[config.mk]
export PLATFORM = sky130hd
export DESIGN_NAME = shbus_arbiter
export DESIGN_NICKNAME = d
export VERILOG_FILES = /design/src/rtl/shbus_pkg.sv /design/src/rtl/shbus_prio_pick.sv /design/src/rtl/shbus_grant_ctrl.sv /design/src/rtl/shbus_route.sv /design/src/rtl/shbus_arbiter.sv
export SDC_FILE = /design/constraint.sdc
export NUM_CORES = 1
export LEC_CHECK = 0
export ABC_AREA = 1
export ABC_CLOCK_PERIOD_IN_PS = 1550
export BUFFER_PORTS_ARGS = -buffer_cell sky130_fd_sc_hd__buf_2
export CORE_AREA = 5 5 131 133
export DETAILED_ROUTE_END_ITERATION = 12
export DIE_AREA = 0 0 136 138
export PLACE_DENSITY_LB_ADDON = 0.2
export RECOVER_POWER = 25
export SLEW_MARGIN = 10
export SYNTH_ARGS = -nofsm -noshare
export SYNTH_HDL_FRONTEND = slang
export SYNTH_SLANG_ARGS = --single-unit
[constraint.sdc]
create_clock -name clk -period 1.55 [get_ports clk]
set_clock_uncertainty 0.1 [all_clocks]
set_input_delay 0.155 -clock clk [delete_from_list [all_inputs] [get_ports clk]]
set_output_delay 0.155 -clock clk [all_outputs]
set_load 0.01 [all_outputs]
[src/rtl/shbus_pkg.sv]
package shbus_pkg;

    // Decision taken by the grant controller on a clock edge
    typedef enum logic [1:0] {
        ARB_KEEP_XFER = 2'd0,  // strobe pending without termination
        ARB_KEEP_LOCK = 2'd1,  // owner holds CYC and LOCK
        ARB_REPICK    = 2'd2,  // free to move to best requester
        ARB_IDLE      = 2'd3   // nobody requests, keep last owner
    } arb_dec_e;

endpackage

[src/rtl/shbus_prio_pick.sv]
module shbus_prio_pick #(
    parameter int unsigned N  = 4,
    parameter int unsigned IW = 2
) (
    input  logic [N-1:0]  req,
    output logic [IW-1:0] idx,
    output logic          any
);

    // Lowest index wins; scan from the top so the lowest match lands last
    always_comb begin
        idx = '0;
        for (int i = N - 1; i >= 0; i--) begin
            if (req[i]) idx = IW'(i);
        end
    end

    assign any = |req;

endmodule

[src/rtl/shbus_grant_ctrl.sv]
module shbus_grant_ctrl
    import shbus_pkg::*;
#(
    parameter int unsigned IW = 2
) (
    input  logic          clk,
    input  logic          rst,
    input  logic [IW-1:0] pick_idx,
    input  logic          pick_any,
    input  logic          own_cyc,
    input  logic          own_stb,
    input  logic          own_lock,
    input  logic          term,
    output logic [IW-1:0] owner,
    output logic          valid
);

    typedef struct packed {
        logic [IW-1:0] owner;
        logic          valid;
    } gstate_t;

    gstate_t  st_d, st_q;
    arb_dec_e dec;

    always_comb begin
        st_d = st_q;
        if (own_stb && !term)        dec = ARB_KEEP_XFER;
        else if (own_cyc && own_lock) dec = ARB_KEEP_LOCK;
        else if (pick_any)            dec = ARB_REPICK;
        else                          dec = ARB_IDLE;

        case (dec)
            ARB_REPICK: begin
                st_d.owner = pick_idx;
                st_d.valid = 1'b1;
            end
            default: ;
        endcase
    end

    always_ff @(posedge clk) begin
        if (rst) begin
            st_q <= '0;
        end else begin
            st_q <= st_d;
        end
    end

    assign owner = st_q.owner;
    assign valid = st_q.valid;

endmodule

[src/rtl/shbus_route.sv]
module shbus_route #(
    parameter int unsigned N  = 4,
    parameter int unsigned AW = 16,
    parameter int unsigned DW = 32,
    parameter int unsigned IW = 2
) (
    input  logic [IW-1:0]   owner,
    input  logic            valid,
    input  logic [N-1:0]    m_cyc,
    input  logic [N-1:0]    m_stb,
    input  logic [N-1:0]    m_lock,
    input  logic [N-1:0]    m_we,
    input  logic [N*AW-1:0] m_adr,
    input  logic [N*DW-1:0] m_wdat,
    input  logic            s_ack,
    input  logic            s_err,
    input  logic            s_rty,
    output logic            s_cyc,
    output logic            s_stb,
    output logic            s_we,
    output logic [AW-1:0]   s_adr,
    output logic [DW-1:0]   s_wdat,
    output logic            own_lock,
    output logic [N-1:0]    gnt,
    output logic [N-1:0]    m_ack,
    output logic [N-1:0]    m_err,
    output logic [N-1:0]    m_rty
);

    logic [AW-1:0] adr_a  [N];
    logic [DW-1:0] wdat_a [N];

    for (genvar i = 0; i < N; i++) begin : g_lane
        assign adr_a[i]  = m_adr[i*AW +: AW];
        assign wdat_a[i] = m_wdat[i*DW +: DW];
        assign gnt[i]    = valid && (owner == IW'(i));
        // termination only reaches the owner with CYC and STB both high
        assign m_ack[i]  = gnt[i] & m_cyc[i] & m_stb[i] & s_ack;
        assign m_err[i]  = gnt[i] & m_cyc[i] & m_stb[i] & s_err;
        assign m_rty[i]  = gnt[i] & m_cyc[i] & m_stb[i] & s_rty;
    end

    assign s_cyc    = valid & m_cyc[owner];
    assign s_stb    = s_cyc & m_stb[owner];
    assign own_lock = valid & m_lock[owner];
    assign s_we     = m_we[owner];
    assign s_adr    = adr_a[owner];
    assign s_wdat   = wdat_a[owner];

endmodule

[src/rtl/shbus_arbiter.sv]
module shbus_arbiter #(
    parameter int unsigned N_MASTERS = 4,
    parameter int unsigned AW        = 16,
    parameter int unsigned DW        = 32
) (
    input  logic                   clk,
    input  logic                   rst,
    input  logic [N_MASTERS-1:0]   m_cyc,
    input  logic [N_MASTERS-1:0]   m_stb,
    input  logic [N_MASTERS-1:0]   m_lock,
    input  logic [N_MASTERS-1:0]   m_we,
    input  logic [N_MASTERS*AW-1:0] m_adr,
    input  logic [N_MASTERS*DW-1:0] m_wdat,
    output logic [DW-1:0]          m_rdat,
    output logic [N_MASTERS-1:0]   m_ack,
    output logic [N_MASTERS-1:0]   m_err,
    output logic [N_MASTERS-1:0]   m_rty,
    output logic [N_MASTERS-1:0]   m_gnt,
    output logic                   s_cyc,
    output logic                   s_stb,
    output logic                   s_we,
    output logic [AW-1:0]          s_adr,
    output logic [DW-1:0]          s_wdat,
    input  logic [DW-1:0]          s_rdat,
    input  logic                   s_ack,
    input  logic                   s_err,
    input  logic                   s_rty
);

    localparam int unsigned IW = (N_MASTERS > 1) ? $clog2(N_MASTERS) : 1;

    logic [IW-1:0] pick_idx;
    logic          pick_any;
    logic [IW-1:0] owner;
    logic          valid;
    logic          own_lock;
    logic          term;

    assign term   = s_ack | s_err | s_rty;
    assign m_rdat = s_rdat;

    shbus_prio_pick #(.N(N_MASTERS), .IW(IW)) u_pick (
        .req (m_cyc),
        .idx (pick_idx),
        .any (pick_any)
    );

    shbus_grant_ctrl #(.IW(IW)) u_ctrl (
        .clk      (clk),
        .rst      (rst),
        .pick_idx (pick_idx),
        .pick_any (pick_any),
        .own_cyc  (s_cyc),
        .own_stb  (s_stb),
        .own_lock (own_lock),
        .term     (term),
        .owner    (owner),
        .valid    (valid)
    );

    shbus_route #(.N(N_MASTERS), .AW(AW), .DW(DW), .IW(IW)) u_route (
        .owner    (owner),
        .valid    (valid),
        .m_cyc    (m_cyc),
        .m_stb    (m_stb),
        .m_lock   (m_lock),
        .m_we     (m_we),
        .m_adr    (m_adr),
        .m_wdat   (m_wdat),
        .s_ack    (s_ack),
        .s_err    (s_err),
        .s_rty    (s_rty),
        .s_cyc    (s_cyc),
        .s_stb    (s_stb),
        .s_we     (s_we),
        .s_adr    (s_adr),
        .s_wdat   (s_wdat),
        .own_lock (own_lock),
        .gnt      (m_gnt),
        .m_ack    (m_ack),
        .m_err    (m_err),
        .m_rty    (m_rty)
    );

endmodule

==> results.cfg <==
[status]
outcome = finished with violations
violations = negative setup slack

[final_layout]
antennaDiodeCount = 0
syn_to_final_growth_pct = 139
final_util_pct = 27.6
stdcell_count = 786
drive_gt1_share_pct = 74.6
nets = 816

[logic_synthesis]
synthCells = 309
yosysTopAreaCellShare_pct = 31.0
synthArstFlopShare_pct = 0
synth_area_leader_cell = a22oi_1
synthesis.area_um2 = 1820
synth_edf_count = 0
ys_types = 18
syn_area_per_cell_um2 = 5.88
synthTopCellsByArea = a22oi_1, nand2_1, buf_4, a22oi_2, nand3_1
ys_ff_latch = 3
ys.flop_type = dfxtp_1
syn-num-nets = 554
yosysMostFrequentCell = nand2_1
synth_common_cells = nand2_1, a22oi_1, buf_4
ys_seq_area_share_pct = 3.31
yosysWarnings = 0

[routing]
routed_wl_mm = 13.8
route.detailed.drc = 0
drt_iter0_markers = 127
drt_pass1_iterations = 4
vias = 3358
ant_nets = 0
via_per_inst = 4.27
wl_per_cell_um = 17.6

[timing]
hold_viol_final = 0
max_slew_margin_pct = 85.5
setup_viol = 58
rsz0062_at_grt = yes
tightest_slew_ns = 0.218
maxSlewViolCount = 0
worst_slack_ns = -0.119
max_freq_mhz = 599
min_period_ns = 1.67
fin_crit_sh_pct = 108

[cts]
clock_sinks = 3
cts_made_buffers = 3
h-tree-depth = 1
cts_buffer_depth = 2
path_clk_slew_ns = 0.03
cts_hold_buffers = 0
clk_latency_ns = 0.22
cts_tree = done
cts-root-buf = clkbuf_16

[die]
die-area_um2 = 18800
pin_count = 344
initial_core_util_pct = 11.6
die_h_um = 138
fp-row-count = 46
die_x_um = 136
core_um2 = 15700

[grt]
grt_pass1_vias = 3535
grt_pass1_wl_mm = 19.1
overflow = 0
antenna_found_initial = 0
grt_usage_pct = 12.8
grt_max_degree = 18

[placed_design]
gp_congestion = 0.803
dp_hpwl_mm = 9.52
dp_cells = 764
portBuffers = 279

[worst_setup_path]
startpoint_type = register
critPathRequiredTime_ns = 1.29
crit_type = reg2out
max_stage_delay_ns = 0.31
critPathCaptureType = output pin
cp_top_family = buffers and inverters
slowest_stage = dfxtp_2
crit_arrival_ns = 1.41
crit_fanout = 16
cp.buffers_inverters = 4
path_cells = buf_12 > nand2_4 > inv_6 > buf_16 > a22oi_2 > nand2_1 > buf_2

[power_and_ir_drop]
irDropWorstVdd_uv = 420
p_leak_nw = 2.23
power.density_nw_per_um2 = 535

[flow_run]
maxCapViolations = 0

[hold_path]
min-delay-path-class = in2reg
## state kept, by name, summed over array words and instances (netlist names)
register and count:
u_ctrl.owner 2, u_ctrl.valid 1
## placed cells by master (no fill, tap or decap)
cell | synthesis | routed
nand3_1 | 20 | 16
inv_16 | 0 | 1
nand3_2 | 2 | 5
buf_4 | 34 | 5
a22oi_2 | 9 | 79
inv_8 | 1 | 1
dfxtp_2 | 0 | 1
inv_6 | 0 | 1
inv_12 | 0 | 2
clkbuf_16 | 0 | 7
nor2_4 | 0 | 1
buf_6 | 5 | 4
dfxtp_1 | 3 | 1
nand2_1 | 96 | 88
nand2_4 | 0 | 2
a22oi_1 | 75 | 5
inv_2 | 5 | 1
nor3_1 | 1 | 1
nand2_8 | 0 | 2
o21ai_0 | 1 | 1
nor2_1 | 24 | 20
nor2_2 | 1 | 4
clkbuf_1 | 0 | 1
buf_12 | 0 | 9
inv_1 | 12 | 11
nand4_1 | 1 | 1
inv_4 | 0 | 1
nand3_4 | 0 | 1
buf_2 | 14 | 277
dfxtp_4 | 0 | 1
buf_16 | 0 | 11
nand2_2 | 5 | 9
## power breakdown
| group | leakage [nW] | internal (mW) | switching, mW |
|---|---|---|---|
| Sequential | 0.0260 | 0.0854 | 0.00569 |
| Clock | 0.0382 | 0.339 | 0.0697 |
| Combinational | 2.16 | 0.896 | 0.924 |
## layer usage
metal	vias to the layer above	share of wire (%)	track usage, %	routed length [um]
li1	1585	-	-	-
met1	1564	38	14.2	5210
met2	188	52	24.9	7220
met3	21	8.6	2.94	1180
met4	0	1.4	2.07	199
met5	-	0	0	0
## cell families after synthesis
kind of cell | Yosys count | share of synthesized area, %
AO/OA/AOI/OAI | 85 | 37.5
buffers and inverters | 71 | 25.1
flip-flops | 3 | 3.31
AND/OR/NAND/NOR | 150 | 34.1
## layout make-up
class / instances / area, um2
Sequential cell: 3 / 65.1
Multi-Input combinational cell: 235 / 1750
Timing Repair Buffer: 310 / 2050
Fill cell: 1774 / 11400
Tap cell: 216 / 270
Clock buffer: 4 / 78.8
Inverter: 18 / 124
## timing repair
action                     4_1_cts  5_1_grt
gates resized for setup        101       34
setup buffers                    4        0
setup endpoints to repair       63       66
pin swaps                       31       23
cloned                          10        4
## worst paths after layout
kind                                        to  cells after the start  slack (ns)                         start
setup / recovery                     s_wdat[0]                      7       -0.12  u_ctrl.owner[0]$_SDFFE_PP0N_
hold / removal       u_ctrl.valid$_SDFFE_PP0N_                      2        0.02                           rst
setup reg to reg  u_ctrl.owner[1]$_SDFFE_PP0N_                     11        0.09  u_ctrl.owner[0]$_SDFFE_PP0N_
hold reg to reg      u_ctrl.valid$_SDFFE_PP0N_                      3        0.50     u_ctrl.valid$_SDFFE_PP0N_
## metrics by stage
stage | worst slack, ns | power, mW | hold slack [ns] | setup TNS [ns] | cell area, um2
global placement | -0.00439 | 1.39 | 0.210 | -0.00439 | 3290
finish | -0.119 | 2.32 | 0.0205 | -4.54 | 4340
detailed placement | -0.0156 | 1.39 | 0.210 | -0.0156 | 3290
floorplan | 0.185 | 0.814 | 0.127 | 0 | 1820
CTS | -0.111 | 2.20 | 0.0187 | -4.89 | 4080
global route | -0.189 | 2.47 | 0.0279 | -8.91 | 4340
Note: power is estimated with default switching activity, not from simulation.
